## src/rtl/uart_frame_pkg.sv

```systemverilog
package uart_frame_pkg;

  // what the transmit line carries during the current bit
  typedef enum logic [1:0] {
    SEL_IDLE,
    SEL_START,
    SEL_DATA,
    SEL_PAR
  } txSel_e;

  typedef struct packed {
    logic   load;
    logic   shift;
    txSel_e sel;
  } txStrb_t;

  typedef struct packed {
    logic clear;
    logic takeData;
    logic takePar;
    logic takeStop1;
    logic capture;
  } rxStrb_t;

endpackage

```

## src/rtl/uart_baud_tick.sv

```systemverilog
module uart_baud_tick #(
  parameter int DIV_W = 16
) (
  input  logic             clk,
  input  logic             rstN,
  input  logic [DIV_W-1:0] baudDiv,
  output logic             osTick
);

  logic [DIV_W-1:0] cnt;

  assign osTick = (cnt >= baudDiv);

  always_ff @(posedge clk or negedge rstN) begin
    if (!rstN)       cnt <= '0;
    else if (osTick) cnt <= '0;
    else             cnt <= cnt + 1'b1;
  end

endmodule

```

## src/rtl/uart_frame_ctrl.sv

```systemverilog
module uart_frame_ctrl
  import uart_frame_pkg::*;
#(
  parameter int OS_NORMAL = 16,
  parameter int OS_FAST   = 8
) (
  input  logic       clk,
  input  logic       rstN,
  input  logic       osTick,
  input  logic       fastMode,
  input  logic [1:0] wordLen,
  input  logic       parityEn,
  input  logic       twoStop,
  input  logic       sendBreak,
  input  logic       txValid,
  output logic       txReady,
  output txStrb_t    txStrb,
  input  logic       rxLine,
  output rxStrb_t    rxStrb
);

  localparam int OS_W = $clog2(OS_NORMAL);

  typedef enum logic [2:0] {
    TX_IDLE, TX_START, TX_DATA, TX_PAR, TX_STOP1, TX_STOP2
  } txState_e;

  typedef enum logic [2:0] {
    RX_IDLE, RX_START, RX_DATA, RX_PAR, RX_STOP1, RX_STOP2, RX_HOLD
  } rxState_e;

  logic [OS_W-1:0] osLast, osHalf;
  logic [2:0]      lastBit;

  assign osLast  = fastMode ? OS_W'(OS_FAST - 1)     : OS_W'(OS_NORMAL - 1);
  assign osHalf  = fastMode ? OS_W'(OS_FAST / 2 - 1) : OS_W'(OS_NORMAL / 2 - 1);
  assign lastBit = 3'd4 + {1'b0, wordLen};

  // ---------------- transmit sequencing ----------------
  txState_e        txState, txNext;
  logic [OS_W-1:0] txOs;
  logic [2:0]      txBit;
  logic            txBitEnd, txLoad;

  assign txReady  = (txState == TX_IDLE) && !sendBreak;
  assign txLoad   = txValid && txReady;
  assign txBitEnd = osTick && (txOs == osLast) && (txState != TX_IDLE);

  always_comb begin
    txNext = txState;
    unique case (txState)
      TX_IDLE:  if (txLoad) txNext = TX_START;
      TX_START: if (txBitEnd) txNext = TX_DATA;
      TX_DATA:  if (txBitEnd && txBit == lastBit) txNext = parityEn ? TX_PAR : TX_STOP1;
      TX_PAR:   if (txBitEnd) txNext = TX_STOP1;
      TX_STOP1: if (txBitEnd) txNext = twoStop ? TX_STOP2 : TX_IDLE;
      TX_STOP2: if (txBitEnd) txNext = TX_IDLE;
      default:  txNext = TX_IDLE;
    endcase
  end

  always_ff @(posedge clk or negedge rstN) begin
    if (!rstN) begin
      txState <= TX_IDLE;
      txOs    <= '0;
      txBit   <= '0;
    end else begin
      txState <= txNext;
      if (txLoad)
        txOs <= '0;
      else if (osTick && txState != TX_IDLE)
        txOs <= (txOs == osLast) ? '0 : txOs + 1'b1;
      if (txLoad)
        txBit <= '0;
      else if (txState == TX_DATA && txBitEnd)
        txBit <= txBit + 1'b1;
    end
  end

  always_comb begin
    txStrb.load  = txLoad;
    txStrb.shift = (txState == TX_DATA) && txBitEnd;
    unique case (txState)
      TX_START: txStrb.sel = SEL_START;
      TX_DATA:  txStrb.sel = SEL_DATA;
      TX_PAR:   txStrb.sel = SEL_PAR;
      default:  txStrb.sel = SEL_IDLE;
    endcase
  end

  // ---------------- receive sequencing ----------------
  rxState_e        rxState, rxNext;
  logic [OS_W-1:0] rxOs;
  logic [2:0]      rxBit;
  logic            rxSample;

  assign rxSample = osTick &&
                    ((rxState == RX_START) ? (rxOs == osHalf) : (rxOs == osLast));

  always_comb begin
    rxNext = rxState;
    rxStrb = '0;
    unique case (rxState)
      RX_IDLE:
        if (osTick && !rxLine) begin
          rxNext       = RX_START;
          rxStrb.clear = 1'b1;
        end
      RX_START:
        if (rxSample) rxNext = rxLine ? RX_IDLE : RX_DATA;
      RX_DATA:
        if (rxSample) begin
          rxStrb.takeData = 1'b1;
          if (rxBit == lastBit) rxNext = parityEn ? RX_PAR : RX_STOP1;
        end
      RX_PAR:
        if (rxSample) begin
          rxStrb.takePar = 1'b1;
          rxNext         = RX_STOP1;
        end
      RX_STOP1:
        if (rxSample) begin
          rxStrb.takeStop1 = 1'b1;
          if (twoStop) rxNext = RX_STOP2;
          else begin
            rxStrb.capture = 1'b1;
            rxNext         = rxLine ? RX_IDLE : RX_HOLD;
          end
        end
      RX_STOP2:
        if (rxSample) begin
          rxStrb.capture = 1'b1;
          rxNext         = rxLine ? RX_IDLE : RX_HOLD;
        end
      RX_HOLD:
        if (rxLine) rxNext = RX_IDLE;
      default: rxNext = RX_IDLE;
    endcase
  end

  always_ff @(posedge clk or negedge rstN) begin
    if (!rstN) begin
      rxState <= RX_IDLE;
      rxOs    <= '0;
      rxBit   <= '0;
    end else begin
      rxState <= rxNext;
      if (rxState == RX_IDLE)
        rxOs <= '0;
      else if (osTick)
        rxOs <= rxSample ? '0 : rxOs + 1'b1;
      if (rxStrb.clear)
        rxBit <= '0;
      else if (rxStrb.takeData)
        rxBit <= rxBit + 1'b1;
    end
  end

endmodule

```

## src/rtl/uart_frame_datapath.sv

```systemverilog
module uart_frame_datapath
  import uart_frame_pkg::*;
(
  input  logic       clk,
  input  logic       rstN,
  input  logic [1:0] wordLen,
  input  logic       parityOdd,
  input  logic       parityStick,
  input  logic       sendBreak,
  input  logic [7:0] txData,
  input  txStrb_t    txStrb,
  output logic       txOut,
  input  logic       rxIn,
  input  rxStrb_t    rxStrb,
  input  logic       rxReady,
  output logic       rxLine,
  output logic [7:0] rxData,
  output logic       rxValid,
  output logic       rxFrameErr,
  output logic       rxParityErr,
  output logic       rxBreak,
  output logic       rxOverrun
);

  logic [7:0] wordMask, txMasked;
  assign wordMask = 8'hFF >> (2'd3 - wordLen);
  assign txMasked = txData & wordMask;

  // ---------------- transmit path ----------------
  logic [7:0] txShift;
  logic       txParBit, lineBit;

  always_ff @(posedge clk or negedge rstN) begin
    if (!rstN) begin
      txShift  <= '0;
      txParBit <= 1'b0;
    end else if (txStrb.load) begin
      txShift  <= txMasked;
      txParBit <= parityStick ? parityOdd : ((^txMasked) ^ parityOdd);
    end else if (txStrb.shift) begin
      txShift  <= txShift >> 1;
    end
  end

  always_comb begin
    unique case (txStrb.sel)
      SEL_START: lineBit = 1'b0;
      SEL_DATA:  lineBit = txShift[0];
      SEL_PAR:   lineBit = txParBit;
      default:   lineBit = 1'b1;
    endcase
  end

  always_ff @(posedge clk or negedge rstN) begin
    if (!rstN) txOut <= 1'b1;
    else       txOut <= sendBreak ? 1'b0 : lineBit;
  end

  // ---------------- receive path ----------------
  logic       rxMeta;
  logic [7:0] rxShift;
  logic       rxParAcc, parBad, stop1Low, allLow;
  logic       brkNow, ferrNow;

  always_ff @(posedge clk or negedge rstN) begin
    if (!rstN) begin
      rxMeta <= 1'b1;
      rxLine <= 1'b1;
    end else begin
      rxMeta <= rxIn;
      rxLine <= rxMeta;
    end
  end

  always_ff @(posedge clk or negedge rstN) begin
    if (!rstN) begin
      rxShift  <= '0;
      rxParAcc <= 1'b0;
      parBad   <= 1'b0;
      stop1Low <= 1'b0;
      allLow   <= 1'b1;
    end else if (rxStrb.clear) begin
      rxShift  <= '0;
      rxParAcc <= 1'b0;
      parBad   <= 1'b0;
      stop1Low <= 1'b0;
      allLow   <= 1'b1;
    end else begin
      if (rxStrb.takeData) begin
        rxShift  <= {rxLine, rxShift[7:1]};
        rxParAcc <= rxParAcc ^ rxLine;
      end
      if (rxStrb.takePar)
        parBad <= rxLine != (parityStick ? parityOdd : (rxParAcc ^ parityOdd));
      if (rxStrb.takeStop1)
        stop1Low <= !rxLine;
      if (rxStrb.takeData || rxStrb.takePar || rxStrb.takeStop1)
        allLow <= allLow && !rxLine;
    end
  end

  assign brkNow  = allLow && !rxLine;
  assign ferrNow = rxStrb.takeStop1 ? !rxLine : stop1Low;

  always_ff @(posedge clk or negedge rstN) begin
    if (!rstN) begin
      rxData      <= '0;
      rxValid     <= 1'b0;
      rxFrameErr  <= 1'b0;
      rxParityErr <= 1'b0;
      rxBreak     <= 1'b0;
      rxOverrun   <= 1'b0;
    end else if (rxStrb.capture) begin
      rxData      <= brkNow ? 8'h00 : (rxShift >> (2'd3 - wordLen));
      rxValid     <= 1'b1;
      rxFrameErr  <= ferrNow;
      rxParityErr <= parBad && !brkNow;
      rxBreak     <= brkNow;
      rxOverrun   <= rxValid && !rxReady;
    end else if (rxValid && rxReady) begin
      rxValid     <= 1'b0;
    end
  end

endmodule

```

## src/rtl/uart_frame_engine.sv

```systemverilog
module uart_frame_engine
  import uart_frame_pkg::*;
#(
  parameter int DIV_W     = 16,
  parameter int OS_NORMAL = 16,
  parameter int OS_FAST   = 8
) (
  input  logic             clk,
  input  logic             rstN,
  input  logic [DIV_W-1:0] baudDiv,
  input  logic             fastMode,
  input  logic [1:0]       wordLen,
  input  logic             parityEn,
  input  logic             parityOdd,
  input  logic             parityStick,
  input  logic             twoStop,
  input  logic             sendBreak,
  input  logic [7:0]       txData,
  input  logic             txValid,
  output logic             txReady,
  output logic             txOut,
  input  logic             rxIn,
  output logic [7:0]       rxData,
  output logic             rxValid,
  input  logic             rxReady,
  output logic             rxFrameErr,
  output logic             rxParityErr,
  output logic             rxBreak,
  output logic             rxOverrun
);

  logic    osTick, rxLine;
  txStrb_t txStrb;
  rxStrb_t rxStrb;

  uart_baud_tick #(.DIV_W(DIV_W)) i_tick (
    .clk    (clk),
    .rstN   (rstN),
    .baudDiv(baudDiv),
    .osTick (osTick)
  );

  uart_frame_ctrl #(.OS_NORMAL(OS_NORMAL), .OS_FAST(OS_FAST)) i_ctrl (
    .clk      (clk),
    .rstN     (rstN),
    .osTick   (osTick),
    .fastMode (fastMode),
    .wordLen  (wordLen),
    .parityEn (parityEn),
    .twoStop  (twoStop),
    .sendBreak(sendBreak),
    .txValid  (txValid),
    .txReady  (txReady),
    .txStrb   (txStrb),
    .rxLine   (rxLine),
    .rxStrb   (rxStrb)
  );

  uart_frame_datapath i_dp (
    .clk        (clk),
    .rstN       (rstN),
    .wordLen    (wordLen),
    .parityOdd  (parityOdd),
    .parityStick(parityStick),
    .sendBreak  (sendBreak),
    .txData     (txData),
    .txStrb     (txStrb),
    .txOut      (txOut),
    .rxIn       (rxIn),
    .rxStrb     (rxStrb),
    .rxReady    (rxReady),
    .rxLine     (rxLine),
    .rxData     (rxData),
    .rxValid    (rxValid),
    .rxFrameErr (rxFrameErr),
    .rxParityErr(rxParityErr),
    .rxBreak    (rxBreak),
    .rxOverrun  (rxOverrun)
  );

endmodule

```

## config.mk

```make
export PLATFORM = sky130hd
export DESIGN_NAME = uart_frame_engine
export DESIGN_NICKNAME = d
export VERILOG_FILES = /design/src/rtl/uart_frame_pkg.sv /design/src/rtl/uart_baud_tick.sv /design/src/rtl/uart_frame_ctrl.sv /design/src/rtl/uart_frame_datapath.sv /design/src/rtl/uart_frame_engine.sv
export SDC_FILE = /design/constraint.sdc
export NUM_CORES = 1
export LEC_CHECK = 0
export ABC_CLOCK_PERIOD_IN_PS = 7700
export CORE_ASPECT_RATIO = 1.4
export CORE_MARGIN = 2
export CORE_UTILIZATION = 42
export CTS_CLUSTER_SIZE = 14
export DETAILED_ROUTE_END_ITERATION = 8
export PLACE_DENSITY_LB_ADDON = 0.25
export SETUP_SLACK_MARGIN = 0.2
export SKIP_CTS_REPAIR_TIMING = 1
export SLEW_MARGIN = 20
export SYNTH_ARGS = -nofsm -noshare
export SYNTH_HDL_FRONTEND = slang
export SYNTH_SLANG_ARGS = --single-unit
```

## constraint.sdc

```tcl
create_clock -name clk -period 7.7 [get_ports clk]
set_input_delay 1.54 -clock clk [delete_from_list [all_inputs] [get_ports clk]]
set_output_delay 1.54 -clock clk [all_outputs]
set_load 0.005 [all_outputs]
```

==> results by group <==
Status
  • Run status: complete, no violations

Finish
  • Share of final-layout standard cells stronger than drive strength 1: 0.0996
  • Filler instances: 920
  • Commonest cells after routing, fill and taps aside: sky130_fd_sc_hd__dfrtp_1, sky130_fd_sc_hd__clkdlybuf4s50_1, sky130_fd_sc_hd__nor2_1
  • Final non-filler cell total: 627
  • Flip-flop and latch area: 0.00183 mm²
  • Most common library cell in the layout ignoring fill and taps: sky130_fd_sc_hd__dfrtp_1
  • Final core area utilization: 0.526
  • Post-synthesis to final-layout area growth: 20.8%
  • Total area of multi-input combinational cells: 0.00232 mm²
  • Antenna cell count: 0
  • Total Nets Final: 545

Global routing
  • Largest net degree at the start of global routing: 74
  • Aggregate global routing overflow: 0
  • Wire length of the first global-routing pass: 15800 µm
  • Antenna violations before repair: 0
  • Global-route usage over all layers: 0.175
  • Number of global-route vias before repair: 3469

Routing
  • Count of nets left with antenna violations after detail routing: 0
  • Vias per Instance: 5.49
  • Total detailed-routing wirelength: 9240 µm
  • Average wire length per cell after detail routing: 14.7 µm
  • DRC: 0
  • DRC violation total after the first TritonRoute iteration: 207
  • First-pass iteration count of the detailed router: 4
  • Total via count after detailed routing: 3441

Placement
  • Number of cells in the design after placement: 611
  • Placer's final routability congestion estimate: 0.772
  • Input/output buffers: 51
  • DP Wirelength: 6530 µm

Synthesis
  • Total of warnings raised by yosys: 0
  • Flip-flop and latch count after synthesis: 73
  • Post-synthesis share of cell area spent on and, or, nand and nor gates: 0.186
  • Total nets after synthesis: 504
  • Sequential-to-total area share from yosys stat: 0.423
  • Synthesized-area fraction occupied by adder cells: 0.0606
  • Combinational family with the most area after synthesis: simple AND/OR/NAND/NOR gates
  • Number of synthesized flops with an enable pin: 0
  • Synth top area share: 0.398
  • Cell types occupying the most area after synthesis: sky130_fd_sc_hd__dfrtp_1, sky130_fd_sc_hd__ha_1, sky130_fd_sc_hd__nor2_1
  • Synthesized instance count: 446
  • Largest area contributor in the synthesized netlist: sky130_fd_sc_hd__dfrtp_1
  • Post-synthesis compound-gate area fraction: 0.164
  • Most used DFF post-synth: sky130_fd_sc_hd__dfrtp_1
  • Multiplexer share of the synthesized area: 0.0664
  • Synthesized-area fraction occupied by xor and xnor cells: 0.0566
  • Mapped Area: 0.00433 mm²
  • Average cell area after synthesis: 9.72 µm²
  • Share of flip-flops with an asynchronous set or reset after synthesis: 1.00
  • Synth unique cells: 62

Floorplan
  • Initial standard-cell utilization of the core: 0.435
  • Die width: 89.9 µm
  • Die H: 124 µm
  • Die area: 0.0112 mm²
  • Num ports: 52
  • Std-Cell Core Area: 0.00995 mm²
  • Number of placement rows: 43

Worst setup path
  • Number of cell instances on the worst register-to-register path: 8
  • Critical path launch point type: input port
  • Critical path type: in -> reg
  • Largest fanout of any net on the critical path: 21
  • Setup slack of the worst register-to-register path: 4.52 ns
  • Kind of end point of the critical path: register
  • Startpoint of the worst-slack reg-to-reg timing path: i_tick.cnt[13]
  • WP data arrival: 4.67 ns
  • Reg2Reg Capture Point: i_dp.rxData[7]
  • Worst EP required: 7.92 ns

Clock network
  • Number of buffers created by CTS: 9
  • Clock insertion delay at the later pin of the skew report: 0.33 ns
  • Maximum count of clock buffers along a single path: 2
  • Sink count of the clock tree: 73
  • Clock tree from TritonCTS: built
  • Clock input transition at the sequential cells of the worst setup and hold paths: 0.05 ns
  • Buffer cell driving the clock tree root: sky130_fd_sc_hd__clkbuf_16
  • H-Tree Depth: 3

Timing
  • Final clock skew: 0.00571 ns
  • Minimum clock period: 4.45 ns
  • Number of pins with negative max-slew slack in the final report: 0
  • Worst slew margin relative to its limit: 0.399
  • Post-route fraction of the period consumed by the critical path: 0.578
  • Fin. Hold Viols: 0
  • Max frequency: 0.225 GHz
  • Pin slew with the least headroom to its limit: 0.902 ns
  • # setup viols final: 0
  • Unrepaired setup endpoints after global routing: false
  • Setup TNS after final layout: 0 ns

Pwr
  • Maximum vdd drop: 0.120 mV
  • Standby leakage power: 0.00232 µW
  • Areal power density over the cells: 234 mW/mm²

Flow run
  • Number of max-cap violations: 0

Hold path
  • Worst Hold Launch: i_dp.rxMeta
  • Hold Path Cell Cnt: 0
  • End point of the worst hold path: i_dp.rxLine
  • Type of the tightest min-delay check: reg -> reg
-- layout make-up --
type | count | share of cell area
Multi-Input combinational cell | 327 | 0.442
Clock buffer | 14 | 0.0523
Sequential cell | 73 | 0.350
Inverter | 22 | 0.0158
Tap cell | 135 | 0.0323
Timing Repair Buffer | 54 | 0.101
Clock inverter | 2 | 0.00669
-- report_power, final --
group          internal [µW]  switching [µW]  total, µW
logic                    135             148        283
registers                444            71.6        516
clock network            277             148        425
total                    856             368       1220
-- metal layers --
| layer | vias to the layer above | share of wire | GRT usage |
|---|---|---|---|
| met4 | 0 | 0.025 | 0.0952 |
| met5 | - | 0 | 0 |
| met3 | 18 | 0.034 | 0.0254 |
| met2 | 72 | 0.50 | 0.314 |
| met1 | 1665 | 0.44 | 0.204 |
| li1 | 1686 | - | - |
-- worst max-delay path by stage --
stage,startpoint,endpoint,slack [ns],cells after the start
2_1_floorplan,baudDiv[0],i_dp.rxData[0],4.04,10
3_3_place_gp,baudDiv[13],i_dp.rxBreak,2.94,10
3_5_place_dp,baudDiv[13],i_dp.rxData[7],2.89,10
4_1_cts,baudDiv[13],i_dp.rxData[7],3.23,10
5_1_grt,baudDiv[13],i_dp.rxFrameErr,3.07,10
6_report,baudDiv[13],i_dp.rxData[7],3.25,10
-- critical path, stage by stage --
cell and delay [ns]:
sky130_fd_sc_hd__clkdlybuf4s50_1 0.45, sky130_fd_sc_hd__inv_1 0.04, sky130_fd_sc_hd__ha_1 0.29, sky130_fd_sc_hd__and4_1 0.24, sky130_fd_sc_hd__nand2_1 0.08, sky130_fd_sc_hd__nor4_1 0.49, sky130_fd_sc_hd__or3_1 0.46, sky130_fd_sc_hd__buf_4 0.32
sky130_fd_sc_hd__and3_4 0.37, sky130_fd_sc_hd__mux2_2 0.37
-- cells by family after synthesis --
kind of cell,Yosys count
fa+ha+maj,21
xor+xnor,28
buf+inv,46
mux,22
compound gates,96
flops,73
simple gates,160
-- metrics by stage --
step	hold slack (ns)	worst slack (ns)	power, µW	area (µm²)
3_3_place_gp	0.347	2.94	796	4930
6_report	0.360	3.25	1220	5240
3_5_place_dp	0.355	2.89	807	4930
2_1_floorplan	0.345	4.04	716	4330
4_1_cts	0.362	3.23	1240	5240
5_1_grt	0.365	3.07	1300	5240
-- Yosys cell counts (8+ instances only) --
master	instances
sky130_fd_sc_hd__a22o_1	12
sky130_fd_sc_hd__nand2_1	28
sky130_fd_sc_hd__dfrtp_1	69
sky130_fd_sc_hd__clkbuf_1	18
sky130_fd_sc_hd__xnor2_1	15
sky130_fd_sc_hd__mux2_4	9
sky130_fd_sc_hd__xor2_1	13
sky130_fd_sc_hd__nor3_1	11
sky130_fd_sc_hd__mux2_2	8
sky130_fd_sc_hd__nand3_1	18
sky130_fd_sc_hd__nor2_1	47
sky130_fd_sc_hd__a21oi_1	19
sky130_fd_sc_hd__o21ai_0	10
sky130_fd_sc_hd__ha_1	21
sky130_fd_sc_hd__nand2b_1	10
sky130_fd_sc_hd__nor2b_1	9
sky130_fd_sc_hd__inv_1	22
-- state kept, by name (all words and copies together) (netlist names) --
name	count
i_dp.rxData	8
i_dp.rxParityErr	1
i_dp.rxFrameErr	1
i_ctrl.rxState	3
i_ctrl.rxBit	3
i_dp.allLow	1
i_dp.rxShift	8
i_dp.rxLine	1
i_tick.cnt	16
i_ctrl.txBit	3
i_dp.rxValid	1
i_dp.txParBit	1
i_dp.rxParAcc	1
i_dp.rxBreak	1
i_ctrl.rxOs	4
i_ctrl.txOs	4
i_dp.parBad	1
i_dp.txOut	1
i_dp.rxMeta	1
i_dp.rxOverrun	1
i_ctrl.txState	3
i_dp.txShift	8
i_dp.stop1Low	1
Power figures use the tool's default switching activity.
